$ cat config.mk
export PLATFORM = sky130hd
export DESIGN_NAME = phase_lock_cmp
export DESIGN_NICKNAME = d
export VERILOG_FILES = /design/src/rtl/phase_lock_pkg.sv /design/src/rtl/phase_err_track.sv /design/src/rtl/pump_shaper.sv /design/src/rtl/lock_monitor.sv /design/src/rtl/phase_lock_cmp.sv
export SDC_FILE = /design/constraint.sdc
export NUM_CORES = 1
export LEC_CHECK = 0
export ABC_AREA = 0
export BUFFER_PORTS_ARGS = -buffer_cell sky130_fd_sc_hd__buf_2
export CAP_MARGIN = 20
export CORE_MARGIN = 1.5
export CORE_UTILIZATION = 40
export DETAILED_ROUTE_END_ITERATION = 8
export GPL_TIMING_DRIVEN = 0
export RECOVER_POWER = 100
export SLEW_MARGIN = 0
export SYNTH_ARGS = -nofsm -noshare
export SYNTH_HDL_FRONTEND = slang
export SYNTH_SLANG_ARGS = --single-unit
$ cat constraint.sdc
create_clock -name clk_i -period 8.7 [get_ports clk_i]
set_input_delay 2.175 -clock clk_i [delete_from_list [all_inputs] [get_ports clk_i]]
set_output_delay 2.175 -clock clk_i [all_outputs]
set_load 0.02 [all_outputs]
$ cat src/rtl/phase_lock_pkg.sv
`timescale 1ns/1ps
package phase_lock_pkg;
  typedef enum logic [1:0] {
    DZ_A = 2'b00,
    DZ_B = 2'b01,
    DZ_C = 2'b10,
    DZ_D = 2'b11
  } dz_mode_e;
endpackage

$ cat src/rtl/phase_err_track.sv
`timescale 1ns/1ps
module phase_err_track #(
  parameter int CW = 4
) (
  input  logic          clk_i,
  input  logic          rst_ni,
  input  logic          ref_i,
  input  logic          div_i,
  output logic          lead_up_o,
  output logic          lead_dn_o,
  output logic [CW-1:0] err_cnt_o,
  output logic          close_o
);
  localparam logic [CW-1:0] CNT_MAX = {CW{1'b1}};

  logic          up_q, dn_q;
  logic [CW-1:0] cnt_q;
  logic          idle;

  assign idle    = !up_q && !dn_q;
  assign close_o = (idle && ref_i && div_i) || (up_q && ref_i) || (dn_q && div_i);

  always_ff @(posedge clk_i or negedge rst_ni) begin
    if (!rst_ni) begin
      up_q  <= 1'b0;
      dn_q  <= 1'b0;
      cnt_q <= '0;
    end else if (close_o) begin
      up_q  <= 1'b0;
      dn_q  <= 1'b0;
      cnt_q <= '0;
    end else if (idle && div_i) begin
      up_q  <= 1'b1;
      cnt_q <= CW'(1);
    end else if (idle && ref_i) begin
      dn_q  <= 1'b1;
      cnt_q <= CW'(1);
    end else if (!idle && cnt_q != CNT_MAX) begin
      cnt_q <= cnt_q + CW'(1);
    end
  end

  assign lead_up_o = up_q;
  assign lead_dn_o = dn_q;
  assign err_cnt_o = cnt_q;


  lag_closes_chk: assert property (@(posedge clk_i) disable iff (!rst_ni)
    (up_q && ref_i) |=> (!up_q && !dn_q));
endmodule

$ cat src/rtl/pump_shaper.sv
`timescale 1ns/1ps
module pump_shaper
  import phase_lock_pkg::*;
#(
  parameter int CW        = 4,
  parameter int DZC_CYC   = 2,
  parameter int DZD_CYC   = 4,
  parameter int MIN_A_CYC = 2,
  parameter int MIN_B_CYC = 1
) (
  input  logic          clk_i,
  input  logic          rst_ni,
  input  dz_mode_e      dz_mode_i,
  input  logic          lead_up_i,
  input  logic          lead_dn_i,
  input  logic [CW-1:0] err_cnt_i,
  input  logic          close_i,
  output logic          up_o,
  output logic          dn_o
);
  localparam int MIN_MAX = (MIN_A_CYC > MIN_B_CYC) ? MIN_A_CYC : MIN_B_CYC;
  localparam int MW      = $clog2(MIN_MAX + 1) < 1 ? 1 : $clog2(MIN_MAX + 1);
  localparam logic [CW-1:0] DZC_V = CW'(DZC_CYC);
  localparam logic [CW-1:0] DZD_V = CW'(DZD_CYC);
  localparam logic [MW-1:0] MNA_V = MW'(MIN_A_CYC);
  localparam logic [MW-1:0] MNB_V = MW'(MIN_B_CYC);

  logic          both_on;
  logic [CW-1:0] dz_thr;
  logic [MW-1:0] min_w;
  logic [MW-1:0] corr_q;
  logic          corr_act;

  assign both_on  = (dz_mode_i == DZ_A) || (dz_mode_i == DZ_B);
  assign dz_thr   = (dz_mode_i == DZ_C) ? DZC_V : DZD_V;
  assign min_w    = (dz_mode_i == DZ_A) ? MNA_V : MNB_V;
  assign corr_act = corr_q != '0;

  always_ff @(posedge clk_i or negedge rst_ni) begin
    if (!rst_ni)               corr_q <= '0;
    else if (close_i)          corr_q <= both_on ? min_w : '0;
    else if (corr_act)         corr_q <= corr_q - MW'(1);
  end

  always_comb begin
    if (both_on) begin
      up_o = lead_up_i || corr_act;
      dn_o = lead_dn_i || corr_act;
    end else begin
      up_o = lead_up_i && (err_cnt_i > dz_thr);
      dn_o = lead_dn_i && (err_cnt_i > dz_thr);
    end
  end

  // R2 (dead-zone counts are at least one cycle)
  dz_quiet_after_close_chk: assert property (@(posedge clk_i) disable iff (!rst_ni)
    (!both_on && close_i) |=> (!up_o && !dn_o));
endmodule

$ cat src/rtl/lock_monitor.sv
`timescale 1ns/1ps
module lock_monitor #(
  parameter int CW            = 4,
  parameter int UL_NARROW_CYC = 50,
  parameter int UL_WIDE_CYC   = 100,
  parameter int STRETCH_CYC   = 150000
) (
  input  logic          clk_i,
  input  logic          rst_ni,
  input  logic [1:0]    ul_sel_i,
  input  logic          lead_up_i,
  input  logic          lead_dn_i,
  input  logic [CW-1:0] err_cnt_i,
  output logic          unlocked_o
);
  localparam int TW = $clog2(STRETCH_CYC + 1);
  localparam logic [CW-1:0] NAR_V = CW'(UL_NARROW_CYC);
  localparam logic [CW-1:0] WID_V = CW'(UL_WIDE_CYC);
  localparam logic [TW-1:0] STR_V = TW'(STRETCH_CYC);

  logic          det_on;
  logic          over;
  logic [CW-1:0] thr;
  logic [TW-1:0] tmr_q;

  assign det_on = ul_sel_i != 2'b00;
  assign thr    = (ul_sel_i == 2'b01) ? NAR_V : WID_V;
  assign over   = det_on && (lead_up_i || lead_dn_i) && (err_cnt_i > thr);

  // retriggerable stretch
  always_ff @(posedge clk_i or negedge rst_ni) begin
    if (!rst_ni)           tmr_q <= '0;
    else if (!det_on)      tmr_q <= '0;
    else if (over)         tmr_q <= STR_V;
    else if (tmr_q != '0)  tmr_q <= tmr_q - TW'(1);
  end

  assign unlocked_o = tmr_q != '0;


  ul_off_quiet_chk: assert property (@(posedge clk_i) disable iff (!rst_ni)
    (ul_sel_i == 2'b00) |=> !unlocked_o);

  ul_flag_follows_chk: assert property (@(posedge clk_i) disable iff (!rst_ni)
    over |=> unlocked_o);
endmodule

$ cat src/rtl/phase_lock_cmp.sv
`timescale 1ns/1ps
module phase_lock_cmp
  import phase_lock_pkg::*;
#(
  parameter int UL_NARROW_CYC = 50,
  parameter int UL_WIDE_CYC   = 100,
  parameter int STRETCH_CYC   = 150000,
  parameter int DZC_CYC       = 2,
  parameter int DZD_CYC       = 4,
  parameter int MIN_A_CYC     = 2,
  parameter int MIN_B_CYC     = 1
) (
  input  logic       clk_i,
  input  logic       rst_ni,
  input  logic       ref_i,
  input  logic       div_i,
  input  logic [1:0] dz_mode_i,
  input  logic [1:0] ul_sel_i,
  input  logic [1:0] sub_ctl_i,
  input  logic       force_low_i,
  output logic       pump_up_o,
  output logic       pump_dn_o,
  output logic       sub_up_o,
  output logic       sub_dn_o,
  output logic       unlock_o
);
  localparam int MAX_UL = (UL_WIDE_CYC > UL_NARROW_CYC) ? UL_WIDE_CYC : UL_NARROW_CYC;
  localparam int MAX_DZ = (DZD_CYC > DZC_CYC) ? DZD_CYC : DZC_CYC;
  localparam int MAX_TH = (MAX_UL > MAX_DZ) ? MAX_UL : MAX_DZ;
  localparam int CW     = $clog2(MAX_TH + 2);

  logic          lead_up, lead_dn, close;
  logic [CW-1:0] err_cnt;
  logic          sh_up, sh_dn;
  logic          unlocked;
  logic          sub_act;

  phase_err_track #(.CW(CW)) u_track (
    .clk_i     (clk_i),
    .rst_ni    (rst_ni),
    .ref_i     (ref_i),
    .div_i     (div_i),
    .lead_up_o (lead_up),
    .lead_dn_o (lead_dn),
    .err_cnt_o (err_cnt),
    .close_o   (close)
  );

  pump_shaper #(
    .CW(CW), .DZC_CYC(DZC_CYC), .DZD_CYC(DZD_CYC),
    .MIN_A_CYC(MIN_A_CYC), .MIN_B_CYC(MIN_B_CYC)
  ) u_shaper (
    .clk_i     (clk_i),
    .rst_ni    (rst_ni),
    .dz_mode_i (dz_mode_e'(dz_mode_i)),
    .lead_up_i (lead_up),
    .lead_dn_i (lead_dn),
    .err_cnt_i (err_cnt),
    .close_i   (close),
    .up_o      (sh_up),
    .dn_o      (sh_dn)
  );

  lock_monitor #(
    .CW(CW), .UL_NARROW_CYC(UL_NARROW_CYC),
    .UL_WIDE_CYC(UL_WIDE_CYC), .STRETCH_CYC(STRETCH_CYC)
  ) u_lock (
    .clk_i      (clk_i),
    .rst_ni     (rst_ni),
    .ul_sel_i   (ul_sel_i),
    .lead_up_i  (lead_up),
    .lead_dn_i  (lead_dn),
    .err_cnt_i  (err_cnt),
    .unlocked_o (unlocked)
  );

  assign sub_act = sub_ctl_i[1] && (sub_ctl_i[0] || unlocked);

  always_comb begin
    if (force_low_i) begin
      pump_up_o = 1'b0;
      pump_dn_o = 1'b1;
      sub_up_o  = 1'b0;
      sub_dn_o  = 1'b1;
    end else begin
      pump_up_o = sh_up;
      pump_dn_o = sh_dn;
      sub_up_o  = sub_act && sh_up;
      sub_dn_o  = sub_act && sh_dn;
    end
  end

  assign unlock_o = unlocked;


  force_low_chk: assert property (@(posedge clk_i) disable iff (!rst_ni)
    force_low_i |-> (pump_dn_o && !pump_up_o && sub_dn_o && !sub_up_o));
endmodule

* Word-level counts from Yosys, hierarchy flattened
Index checks and enable logic that the tools add are counted.
Word-level totals: word-level logic and storage cells 73, output and inout port bits 5, register bits after elaboration 29
Cells by class: reductions and logical operators 33, order comparisons 2, add/sub/neg operators 3, muxes and demuxes 24, equal/unequal tests 6
Operator list (count):
- two-way mux 18 bit | 3
- two-way mux 7 bit | 5
- nonzero test 18 bit | 1
- subtractor 18 x 1 -> 18 bit (second input constant) | 1
- greater-than comparator 7 bit | 2
- logical AND 1 bit | 14
- two-way mux 1 bit | 11
- nonzero test 2 bit | 5
- two-way mux 2 bit | 4
- adder 7 x 1 -> 7 bit (second input constant) | 1
- logical OR 1 bit | 7
- != test 7 bit (second input constant) | 1
- == test 2 x 1 -> 1 bit (second input constant) | 2
- nonzero test 4 bit | 1
- logical NOT 1 bit | 3
- two-way mux 3 bit | 1
- != test 3 bit (second input constant) | 1
- == test 2 bit (second input constant) | 1
- logical NOT 2 bit | 1
- != test 2 bit (second input constant) | 1
- AND reduction 2 bit | 1
- subtractor 2 x 1 -> 2 bit (second input constant) | 1

* Depth between registers and ports, before layout
depth after elaboration 8, mapped depth 8, depth with buffers taken out 7

* Hierarchy
Synthesis repeated with hierarchy kept, for this count alone.
Second synthesis, totals: cell total of the unflattened synthesis 200, area total of the unflattened synthesis 1824.2 um^2
Modules (own cells, without submodules):
- lock_monitor | instances 1, cells each 118, area each 1076.0 um^2, sequential area each 450.4 um^2
- phase_err_track | instances 1, cells each 57, area each 538.0 um^2, sequential area each 225.2 um^2
- pump_shaper | instances 1, cells each 20, area each 166.4 um^2, sequential area each 50.0 um^2
- phase_lock_cmp | instances 1, cells each 5, area each 43.8 um^2, sequential area each 0.0 um^2

* Worst setup path after synthesis
Ideal clock, no wire load.
path type input -> output, from in dz_mode_i[1], to out sub_dn_o, stages 4, required time 6525 ps, path buffers 0, setup slack 3343 ps, data arrival time 3182 ps, cells stage by stage and3_1 > o21ai_0 > a21o_1 > a21boi_0
On the way: longest elaborated chain between the ends 7
RTL lines:
- from (decl) | line phase_lock_cmp.sv:17 | input logic [1:0] dz_mode_i,
- == test 2 bit | line pump_shaper.sv:35 | assign dz_thr = (dz_mode_i == DZ_C) ? DZC_V : DZD_V;
- two-way mux 3 bit | line pump_shaper.sv:35
- greater-than comparator 7 bit | line pump_shaper.sv:51 | dn_o = lead_dn_i && (err_cnt_i > dz_thr);
- logical AND 1 bit | line pump_shaper.sv:51
- two-way mux 1 bit * | line pump_shaper.sv:46 | if (both_on) begin
- logical AND 1 bit * | line phase_lock_cmp.sv:89 | sub_dn_o = sub_act && sh_dn;
- two-way mux 1 bit * | line phase_lock_cmp.sv:80 | if (force_low_i) begin
- to (decl) | line phase_lock_cmp.sv:24 | output logic sub_dn_o,
Every way passes the cells marked *; elsewhere a longest branch is shown, timed or not.

* Worst setup path after layout
Same ends and word-level chain as after synthesis.

==> results.sh <==
export IMPL_outcome="finished, violations left"
export IMPL_failed_checks="capacitance limit, slew limit"
export IMPL_worst_pin_slew_ns=1.58
export IMPL_viasPerCell=5.17
export IMPL_die_area_mm2=0.00456
export IMPL_clk_latency_ns=0.28
export IMPL_synthDistinctLibCells=42
export IMPL_met1_usage_pct=21.9
export IMPL_antenna_found_initial=0
export IMPL_grt_pass1_wl_um=5800
export IMPL_synth_area_top_cells="dfrtp_1 44%, nor2_1 7.7%, xnor2_1 5.8%"
export IMPL_crit_end="sub_dn_o"
export IMPL_async_flop_share_pct=100
export IMPL_leakage_nw=0.833
export IMPL_worst_hold_slack_ns=0.544
export IMPL_r2r_cells=7
export IMPL_met2_usage_pct=27.7
export IMPL_fp_row_count=23
export IMPL_syn_avg_cell_area_um2=8.86
export IMPL_synth_edf_count=0
export IMPL_ys_flop_type="dfrtp_1"
export IMPL_hold_viol=0
export IMPL_worstHoldPathType="reg -> reg"
export IMPL_maxCapViolCount=1
export IMPL_end_kind="primary output"
export IMPL_tns_ns=0
export IMPL_drt_wl_total_um=3370
export IMPL_grt_setup_unrepaired="no"
export IMPL_cts_resized=0
export IMPL_yosysTopAreaCell="dfrtp_1"
export IMPL_post_drt_wl_per_cell_um=12.9
export IMPL_ioPinCount=16
export IMPL_vdd_ir_drop_max_v=0.000109
export IMPL_worstReg2RegStart="u_lock.tmr_q[0]"
export IMPL_cts_hold_buffers=0
export IMPL_layout_nets=225
export IMPL_overflow=0
export IMPL_cts_setup_buffers=0
export IMPL_worstPathMaxFanout=5
export IMPL_finalSetupViolCount=0
export IMPL_ctsHtreeMaxLevel=2
export IMPL_cts_root_buffer="clkbuf_8"
export IMPL_crit_arrival_ns=3.13
export IMPL_synth_nets=203
export IMPL_power_density_mw_per_mm2=296
export IMPL_synth_seq_area_share_pct=43.6
export IMPL_synth_top_cell_area_share_pct=43.6
export IMPL_start_util_pct=41.6
export IMPL_cts_max_path_buffers=2
export IMPL_min_period_ns=5.31
export IMPL_cts_sinks=29
export IMPL_yosysWarnings=0
export IMPL_dp_hpwl_um=2360
export IMPL_worstSetupStartpointType="input port"
export IMPL_die_height_um=67.5
export IMPL_globalRouteTotalUtil_pct=17.1
export IMPL_use_met3_pct=4.17
export IMPL_required_ns=6.53
export IMPL_r2r_setup_slack_ns=5.94
export IMPL_drtIter0Drc=57
export IMPL_vias=1349
export IMPL_ys_ff_latch=29
export IMPL_drive_above_1_share_pct=9.95
export IMPL_drt_pass1_iter_count=4
export IMPL_slew_headroom_pct=-5.46
export IMPL_syn2layout_area_growth_pct=12.1
export IMPL_final_util_pct=46.7
export IMPL_finalCritPeriodShare_pct=61.0
export IMPL_fin_skew_ns=0.0115
export IMPL_grt_max_degree=30
export IMPL_crit_path_start="dz_mode_i[1]"
export IMPL_cts_tree="yes"
export IMPL_critPathKind="in -> out"
export IMPL_grt_pass1_vias=1261
export IMPL_path_clk_slew_ns=0.06
export IMPL_drt_drc_violations_left=0
export IMPL_place_congestion=0.773
export IMPL_synthCells=188
export IMPL_ys_top_cells_by_count="34 x nor2_1, 29 x dfrtp_1, 15 x a21oi_1, 15 x nand2_1, 11 x xnor2_1"
export IMPL_die_w_um=67.5
export IMPL_numCtsBuffers=5
export IMPL_post_synth_top_count_cell="nor2_1"
export IMPL_antenna_left=0
export IMPL_fmaxAchievable_ghz=0.188
export IMPL_drv_slew=30
export IMPL_diodes=0
export IMPL_top_usage_layer="met2"
export IMPL_synth_area_mm2=0.00167
export IMPL_numPortBuffers=15
export IMPL_coreArea_mm2=0.00400
export IMPL_worst_r2r_endpoint="u_lock.tmr_q[9]"
-- worst min-delay path by stage --
stage | end | cells past startpoint | slack, ns | startpoint
2_1_floorplan | u_lock.tmr_q[16] | 2 | 0.50 | u_lock.tmr_q[16]
3_3_place_gp | u_lock.tmr_q[16] | 2 | 0.52 | u_lock.tmr_q[16]
3_5_place_dp | u_lock.tmr_q[16] | 2 | 0.53 | u_lock.tmr_q[16]
4_1_cts | u_lock.tmr_q[16] | 2 | 0.55 | u_lock.tmr_q[16]
5_1_grt | u_lock.tmr_q[13] | 2 | 0.58 | u_lock.tmr_q[13]
6_report | u_lock.tmr_q[16] | 2 | 0.54 | u_lock.tmr_q[16]
-- metal layers --
layer  part of all wire [%]  wire length, um  vias to the layer above
li1                       -                -                      692
met1                     48             1620                      629
met2                     46             1570                       21
met3                    3.8              127                        7
met4                    1.6               53                        0
met5                      0                0                        -
-- metrics by stage --
step	instance area (um2)	power, mW	std cells	setup slack [ns]
floorplan	1670	0.403	188	3.34
global placement	1800	0.448	253	3.49
detailed placement	1800	0.452	253	3.47
CTS	1890	0.562	261	3.46
global route	1870	0.599	261	3.26
finish	1870	0.552	261	3.39
-- layout make-up --
| type | count | area, um2 |
|---|---|---|
| fill | 401 | 2130 |
| multi-input combinational | 144 | 866 |
| sequential | 29 | 726 |
| clock buffer | 6 | 72.6 |
| timing repair buffer | 15 | 65.1 |
| tap | 50 | 62.6 |
| inverter | 10 | 37.5 |
| buffer | 5 | 27.5 |
| clock inverter | 2 | 10.0 |
-- logic make-up (layout without fill, tap and decap cells) --
kind of cell / after synthesis / after routing / share of synthesized area (%)
adder cells (fa/ha/maj): 4 / 4 / 3.01
XOR/XNOR: 20 / 20 / 10.5
flip-flops: 29 / 29 / 43.6
multiplexers: 2 / 2 / 1.20
buffers and inverters: 15 / 38 / 3.91
AND/OR/NAND/NOR: 77 / 77 / 22.1
AO/OA/AOI/OAI: 41 / 41 / 15.7
-- placed cells by master, fill, tap and decap left out, types with 2 or more instances in the layout --
cell / instances
nor2_1: 34
dfrtp_1: 29
a21oi_1: 15
nand2_1: 15
clkbuf_1: 12
xnor2_1: 11
inv_1: 10
o21ai_0: 10
xor2_1: 9
buf_2: 8
nor3_1: 7
clkbuf_8: 5
ha_1: 4
nor4_1: 3
and3_1: 3
or4_1: 2
nand3b_1: 2
o211ai_1: 2
o21a_1: 2
nand3_1: 2
nand4_1: 2
a211oi_1: 2
mux2i_1: 2
clkinv_2: 2
-- power breakdown --
group          internal [mW]  switching [mW]
clock network         0.0553          0.0514
logic                  0.107           0.121
registers              0.178          0.0395
total                  0.340           0.212
-- critical path: stages --
cell and delay, ns:
buf_2 0.12, and3_1 0.13, o21ai_0 0.11, a21o_1 0.17, a21boi_0 0.17, clkbuf_1 0.25
-- flip-flops by register name (all words and copies together), names as in the netlist --
register           flops
u_lock.tmr_q          18
u_track.err_cnt_o      7
u_shaper.corr_q        2
u_track.lead_dn_o      1
u_track.lead_up_o      1
Note: power is estimated with default switching activity, not from simulation.
